[src/rtl/flash_cfg_pkg.sv]
package flash_cfg_pkg;

  localparam int CFG_W = 8;
  localparam int BP_W  = 3;

  // bit positions decoded by neighbouring logic
  localparam int BIT_FRZ   = 0;
  localparam int BIT_QUAD  = 1;
  localparam int BIT_PARM  = 2;
  localparam int BIT_BPVOL = 3;
  localparam int BIT_PROT  = 5;

  // strobes from control to datapath
  typedef struct packed {
    logic wrBpVolSel;  // OR new bit 3 into its OTP flop
    logic wrProtParm;  // OR new bits 5 and 2 into their OTP flops
    logic wrQuad;      // load quad bit
    logic setFreeze;
    logic clrFreeze;
    logic wrNvBp;      // load non-volatile BP copy
    logic wrVolBp;     // load volatile BP copy from write data
    logic seedVolBp;   // copy non-volatile BP into volatile copy
    logic presetVolBp; // volatile BP to all ones
    logic errSet;
    logic errClr;
  } cfgStrobe_t;

endpackage

[src/rtl/flash_cfg_ctrl.sv]
module flash_cfg_ctrl
  import flash_cfg_pkg::*;
#(
  parameter int CFG_W_P = CFG_W
) (
  input  logic               wrEn,
  input  logic [CFG_W_P-1:0] wrCfg,
  input  logic               hwRst,
  input  logic               cmdRst,
  input  logic               errClrIn,
  input  logic               curProt,
  input  logic               curBpVol,
  input  logic               curParm,
  input  logic               curFreeze,
  output cfgStrobe_t         strobe
);

  logic anyRst;
  logic wrOk;
  logic clrProt;
  logic clrParm;
  logic clrBpVol;

  assign anyRst = hwRst | cmdRst;
  assign wrOk   = wrEn & ~anyRst;

  // attempted clears of OTP bits; bits 5 and 2 count only when not frozen
  assign clrProt  = curProt  & ~wrCfg[BIT_PROT] & ~curFreeze;
  assign clrParm  = curParm  & ~wrCfg[BIT_PARM] & ~curFreeze;
  assign clrBpVol = curBpVol & ~wrCfg[BIT_BPVOL];

  always_comb begin
    strobe             = '0;
    strobe.wrBpVolSel  = wrOk;
    strobe.wrProtParm  = wrOk & ~curFreeze;
    strobe.wrQuad      = wrOk;
    strobe.setFreeze   = wrOk & wrCfg[BIT_FRZ];
    strobe.clrFreeze   = hwRst;
    strobe.wrNvBp      = wrOk & ~curFreeze & ~curBpVol;
    strobe.wrVolBp     = wrOk & ~curFreeze;
    strobe.seedVolBp   = wrOk & curFreeze & ~curBpVol & wrCfg[BIT_BPVOL];
    strobe.presetVolBp = anyRst;
    strobe.errSet      = wrOk & (clrProt | clrParm | clrBpVol);
    strobe.errClr      = errClrIn;
  end

endmodule

[src/rtl/flash_cfg_dp.sv]
module flash_cfg_dp
  import flash_cfg_pkg::*;
#(
  parameter int          CFG_W_P   = CFG_W,
  parameter int          BP_W_P    = BP_W,
  parameter logic        SHIP_PROT = 1'b0,
  parameter logic        SHIP_VOL  = 1'b0,
  parameter logic        SHIP_PARM = 1'b0,
  parameter logic        SHIP_QUAD = 1'b0,
  parameter logic [BP_W_P-1:0] SHIP_BP = '0
) (
  input  logic               clk,
  input  logic               porN,
  input  cfgStrobe_t         strobe,
  input  logic [CFG_W_P-1:0] wrCfg,
  input  logic [BP_W_P-1:0]  wrBp,
  output logic               curProt,
  output logic               curBpVol,
  output logic               curParm,
  output logic               curFreeze,
  output logic [CFG_W_P-1:0] cfgOut,
  output logic [BP_W_P-1:0]  bpOut,
  output logic               progErr
);

  localparam logic [CFG_W_P-1:0] IMPL_MASK =
    CFG_W_P'((1 << BIT_PROT) | (1 << BIT_BPVOL) | (1 << BIT_PARM) |
             (1 << BIT_QUAD) | (1 << BIT_FRZ));

  // non-volatile storage: no reset reaches these flops
  logic              nvProt = SHIP_PROT;
  logic              nvBpVol = SHIP_VOL;
  logic              nvParm = SHIP_PARM;
  logic              nvQuad = SHIP_QUAD;
  logic [BP_W_P-1:0] nvBp = SHIP_BP;

  // volatile storage
  logic [BP_W_P-1:0] volBp;
  logic              freezeQ;
  logic              errQ;

  always_ff @(posedge clk) begin
    if (strobe.wrProtParm) begin
      nvProt <= nvProt | wrCfg[BIT_PROT];
      nvParm <= nvParm | wrCfg[BIT_PARM];
    end
    if (strobe.wrBpVolSel) nvBpVol <= nvBpVol | wrCfg[BIT_BPVOL];
    if (strobe.wrQuad)     nvQuad  <= wrCfg[BIT_QUAD];
    if (strobe.wrNvBp)     nvBp    <= wrBp;
  end

  always_ff @(posedge clk or negedge porN) begin
    if (!porN) begin
      volBp   <= '1;
      freezeQ <= 1'b0;
      errQ    <= 1'b0;
    end else begin
      if (strobe.presetVolBp)    volBp <= '1;
      else if (strobe.wrVolBp)   volBp <= wrBp;
      else if (strobe.seedVolBp) volBp <= nvBp;

      if (strobe.clrFreeze)      freezeQ <= 1'b0;
      else if (strobe.setFreeze) freezeQ <= 1'b1;

      if (strobe.errSet)         errQ <= 1'b1;
      else if (strobe.errClr)    errQ <= 1'b0;
    end
  end

  logic [CFG_W_P-1:0] cfgRaw;

  always_comb begin
    cfgRaw            = '0;
    cfgRaw[BIT_PROT]  = nvProt;
    cfgRaw[BIT_BPVOL] = nvBpVol;
    cfgRaw[BIT_PARM]  = nvParm;
    cfgRaw[BIT_QUAD]  = nvQuad;
    cfgRaw[BIT_FRZ]   = freezeQ;
  end

  for (genvar i = 0; i < CFG_W_P; i++) begin : g_cfgBit
    if (IMPL_MASK[i]) begin : g_used
      assign cfgOut[i] = cfgRaw[i];
    end else begin : g_rsvd
      assign cfgOut[i] = 1'b0;
    end
  end

  assign bpOut     = nvBpVol ? volBp : nvBp;
  assign progErr   = errQ;
  assign curProt   = nvProt;
  assign curBpVol  = nvBpVol;
  assign curParm   = nvParm;
  assign curFreeze = freezeQ;

endmodule

[src/rtl/flash_cfg_guard.sv]
module flash_cfg_guard
  import flash_cfg_pkg::*;
(
  input  logic             clk,
  input  logic             porN,
  input  logic             hwRst,
  input  logic             cmdRst,
  input  logic             wrEn,
  input  logic [CFG_W-1:0] wrCfg,
  input  logic [BP_W-1:0]  wrBp,
  input  logic             errClr,
  output logic [CFG_W-1:0] cfgOut,
  output logic [BP_W-1:0]  bpOut,
  output logic             protLock,
  output logic             progErr
);

  cfgStrobe_t strobe;
  logic curProt;
  logic curBpVol;
  logic curParm;
  logic curFreeze;

  flash_cfg_ctrl #(.CFG_W_P(CFG_W)) u_ctrl (
    .wrEn      (wrEn),
    .wrCfg     (wrCfg),
    .hwRst     (hwRst),
    .cmdRst    (cmdRst),
    .errClrIn  (errClr),
    .curProt   (curProt),
    .curBpVol  (curBpVol),
    .curParm   (curParm),
    .curFreeze (curFreeze),
    .strobe    (strobe)
  );

  flash_cfg_dp #(.CFG_W_P(CFG_W), .BP_W_P(BP_W)) u_dp (
    .clk       (clk),
    .porN      (porN),
    .strobe    (strobe),
    .wrCfg     (wrCfg),
    .wrBp      (wrBp),
    .curProt   (curProt),
    .curBpVol  (curBpVol),
    .curParm   (curParm),
    .curFreeze (curFreeze),
    .cfgOut    (cfgOut),
    .bpOut     (bpOut),
    .progErr   (progErr)
  );

  assign protLock = curFreeze;

endmodule

[config.mk]
export PLATFORM = sky130hd
export DESIGN_NAME = flash_cfg_guard
export DESIGN_NICKNAME = d
export VERILOG_FILES = /design/src/rtl/flash_cfg_pkg.sv /design/src/rtl/flash_cfg_ctrl.sv /design/src/rtl/flash_cfg_dp.sv /design/src/rtl/flash_cfg_guard.sv
export SDC_FILE = /design/constraint.sdc
export NUM_CORES = 1
export LEC_CHECK = 0
export ABC_AREA = 1
export BUFFER_PORTS_ARGS = -buffer_cell sky130_fd_sc_hd__buf_4
export CAP_MARGIN = 25
export CELL_PAD_IN_SITES_DETAIL_PLACEMENT = 0
export CELL_PAD_IN_SITES_GLOBAL_PLACEMENT = 1
export CORE_MARGIN = 1
export CORE_UTILIZATION = 32
export CTS_CLUSTER_DIAMETER = 30
export DETAILED_ROUTE_END_ITERATION = 10
export PLACE_DENSITY = 0.86
export SETUP_SLACK_MARGIN = 0.05
export SLEW_MARGIN = 10
export SYNTH_ARGS = -nofsm -noshare
export SYNTH_HDL_FRONTEND = slang
export SYNTH_SLANG_ARGS = --single-unit
[constraint.sdc]
create_clock -name clk -period 1.3 [get_ports clk]
set_input_delay 0 -clock clk [delete_from_list [all_inputs] [get_ports clk]]
set_output_delay 0 -clock clk [all_outputs]
set_load 0.02 [all_outputs]
======== After elaboration in Yosys (flattened, before gate mapping) ========
Cells that the tools add are included.
operators by class
  muxes and demuxes ....................... 8
  bitwise gates (word level) .............. 25
  reduce and logical (&&, ||, !) cells .... 3
operators by type and width
  operator           number
  $and 1x1->1        13
  $mux 3             4
  $not 1->1          6
  $or 1x1->1         6
  $mux 1             4
  $reduce_bool 2->1  2
  $reduce_bool 3->1  1
word-level totals
  flip-flop bits (word level) ............. 12
  bits of input ports ..................... 17
  output and inout bits ................... 13

======== Longest topological paths before layout ========
  word-level depth ........................ 9
  depth in mapped cells ................... 7
  depth with buffers taken out ............ 6

======== Hierarchy ========
A second synthesis with hierarchy kept.
unflattened totals
  cell total of the unflattened synthesis .. 81
  area, all modules ....................... 705.7 sq um
by module, submodules not included
  module          times used  cells each  area each (sq um)  seq. area each (sq um)
  flash_cfg_dp    1           52          544.3              339.1
  flash_cfg_ctrl  1           29          161.4              0.0

======== Worst setup path before layout ========
OpenSTA, ideal clock, no wires.
  path kind ............................... register to register
  start point ............................. reg u_dp.freezeQ, in the netlist u_dp.curFreeze
  end point ............................... reg u_dp.nvBp[0] (enable)
  library setup time ...................... 319 ps
  arrival time ............................ 913 ps
  slack ................................... 68 ps
  cell stages (with the launch flop) ...... 4
  clock period less this slack ............ 1232 ps
  cell sequence ........................... dfrtp_1 inv_1 nand3_2 nor2_1
RTL lines
  item                    RTL line            RTL
  from (decl)             flash_cfg_dp.sv:39  logic freezeQ;
  from (signal assigned)  flash_cfg_dp.sv:55  freezeQ <= 1'b0;
  from (signal assigned)  flash_cfg_dp.sv:62  if (strobe.clrFreeze) freezeQ <= 1'b0;
  from (signal assigned)  flash_cfg_dp.sv:63  else if (strobe.setFreeze) freezeQ <= 1'b1;
  to (signal assigned)    flash_cfg_dp.sv:49  if (strobe.wrNvBp) nvBp <= wrBp;
  to (decl)               flash_cfg_dp.sv:35  logic [BP_W_P-1:0] nvBp = SHIP_BP;

==> flow_summary.yaml <==
yosys:
  yosys_warnings: 0
  synth_top_area_share_pct: 30.9
  ys_top_cells_by_area: "edfxtp_1 (31%), nand2_1 (13%), dfstp_2 (12%), buf_4 (8.8%), dfrtp_1 (7.4%)"
  synth_top_area_cell: "edfxtp_1"
  yosysSeqAreaShare_pct: 49.9
  syn_inst: 78
  ys_ff_latch: 12
  syn_area_um2: 679
  synth.distinct_cells: 19
  syn_area_per_cell_um2: 8.71
sta:
  setup_tns_ps: 0
  finClkSkew_ps: 2.62
  slew_violations: 0
  timing.fmax_mhz: 824
  rsz0062_at_grt: "true"
  fin_crit_sh_pct: 93.4
  setup_viol: 0
  timing.final.ws_setup_ps: 86.1
  min_period_ps: 1210
  hold_viol: 0
placement:
  placedInstanceArea_um2: 826
  dp_cells: 122
  preCtsSetupSlack_ps: 109
  dp_hpwl_mm: 1.11
  gp_congestion: 0.781
  io_buffer_count: 23
setup_path:
  crit_family: "buffers and inverters"
  crit_type: "in2reg"
  critical_path.cell_chain: "dlygate4sd3_1, buf_4, nor2_2, nand3_2, nor2_1"
  critical_path_required_ps: 1250
  cp-start-kind: "input pin"
  arrival_ps: 1170
  endpoint_kind: "flip-flop"
  crit_path_max_fanout: 5
  cpPeakStageDelay_ps: 540
  cp_num_buf_inv: 2
  cp_slowest_cell: "dlygate4sd3_1"
power:
  clock_power_share_pct: 27.8
  p_int_mw: 0.636
  combPwrFrac_pct: 21.0
  ir_drop_mv: 0.366
  switchingPower_mw: 0.222
  p_leak_nw: 0.472
  powerDensity_nw_per_um2: 898
  power_frac_seq_pct: 51.2
  power_mw: 0.858
  power.share.switching_pct: 25.9
global_route:
  met2_usage_pct: 24.1
  met3_usage_pct: 1.13
  grt_busiest_layer: "met2"
  grt_antenna_before_repair: 0
  grt_start_max_net_pins: 11
  met1_usage_pct: 16.7
  globalRouteOverflowTotal: 0
  grt_use_total_pct: 14.3
  first_global_vias: 569
  grt_pass1_wl_mm: 2.24
cells_and_area:
  synthToLayoutAreaGrowth_pct: 40.5
  final-instance-count-excl-fill: 137
  drive_gt1_share_pct: 35.5
  fin_area_um2: 955
  layout_commonest_cell: "buf_4"
  final_nets: 128
  final_cell_mix: "buf_4 (26), nand2_1 (24), inv_1 (10), dlygate4sd3_1 (9), edfxtp_1 (7)"
  fillCellCount: 197
  diodes: 0
route:
  drtPass1Iterations: 4
  remaining_drc_errors: 0
  wl_per_cell_um: 10.5
  viasPerCell: 4.42
  ant_nets: 0
  drt_iter0_markers: 15
  vias: 605
  routed_wl_mm: 1.44
floorplan:
  fp.dieH_um: 48.1
  fp.coreArea_um2: 1980
  ios: 30
  die_w_um: 48.1
  fp-row-count: 16
  initial_core_util_pct: 34.3
  die-area_um2: 2310
clock_network:
  root_buffer: "clkbuf_4"
  cts_max_path_buffers: 2
  clk_latency_ps: 270
  clkSlewWorstSetupHoldPaths_ps: 70
  cts.sink_count: 12
  htreeDepth: 1
  cts_resized: 0
  cts_tree: "done"
  cts_buffers: 3
job:
  drv_cap: 0
status:
  outcome: "complete, no violations"
hold_path:
  min_path_type: "in2reg"
-- cell families after synthesis --
family / share of synthesized area, %
other: 0.552
DFF: 49.9
buffers and inverters: 17.7
AOI/OAI and AO/OA: 5.89
and+or+nand+nor: 26.0
-- layout make-up --
cell class | count | area, um2 | share of cell area (%)
clock buffer | 4 | 26.3 | 2.75
inverter | 10 | 37.5 | 3.93
multi-input combinational | 48 | 228 | 23.9
sequential | 12 | 339 | 35.5
tap | 27 | 33.8 | 3.54
timing repair buffer | 36 | 290 | 30.4
-- power by group through the flow --
stage	combinational (mW)	clock, mW	sequential [mW]
after floorplan	0.0901	0	0.451
after global routing	0.200	0.257	0.441
after CTS	0.177	0.244	0.441
after global placement	0.152	0	0.448
final	0.180	0.238	0.439
after detailed placement	0.156	0	0.449
-- synthesized netlist by cell type --
| master | instances |
|---|---|
| nor3b_2 | 1 |
| nand3_2 | 1 |
| nand4_1 | 3 |
| nand2_1 | 24 |
| edfxtp_1 | 7 |
| buf_6 | 2 |
| conb_1 | 1 |
| dfstp_2 | 3 |
| dfrtp_1 | 2 |
| o21ai_0 | 4 |
| or2_2 | 2 |
| o21ai_2 | 1 |
| nor2_2 | 1 |
| a21oi_1 | 1 |
| nand3_1 | 3 |
| o22ai_1 | 1 |
| buf_4 | 8 |
| inv_1 | 10 |
| nor2_1 | 3 |
-- per-stage QoR --
step,utilization (%),hold slack (ps)
finish,48.2,27.1
global route,48.2,27.2
CTS,47.5,26.2
detailed placement,41.7,-193
global placement,41.7,-195
floorplan,-,-296
-- state kept, by name (all words and copies together) (netlist names) --
register and cells:
u_dp.nvBp 3, u_dp.nvQuad 1, u_dp.curParm 1, u_dp.curFreeze 1, u_dp.curProt 1, u_dp.volBp 3, u_dp.curBpVol 1, u_dp.progErr 1
-- worst paths after layout --
kind	cells past startpoint	end	slack (ps)	from
max in group asynchronous	2	u_dp.volBp[2]	1040	porN
min	3	u_dp.curBpVol	30	wrCfg[3]
max reg2reg	3	u_dp.nvBp[1]	90	u_dp.curFreeze
max	5	u_dp.nvBp[1]	90	hwRst
min reg2reg	2	u_dp.volBp[1]	490	u_dp.volBp[1]
min in group asynchronous	2	u_dp.progErr	70	porN
-- routing by layer --
metal	wire (um)	vias up
met1	667	273
met3	76	2
met2	673	27
met5	0	-
met4	27	0
li1	-	303
-- worst reg2reg max path: stages, from the launching register on --
cell and delay (ps):
dfrtp_1 380, inv_1 130, nand3_2 140, nor2_1 250
-- timing repair --
item,CTS,global route
buffers inserted,0,2
setup endpoints to repair,0,6
endpoints found under the hold margin,12,0
hold buffers,9,0
Power figures use the tool's default switching activity.
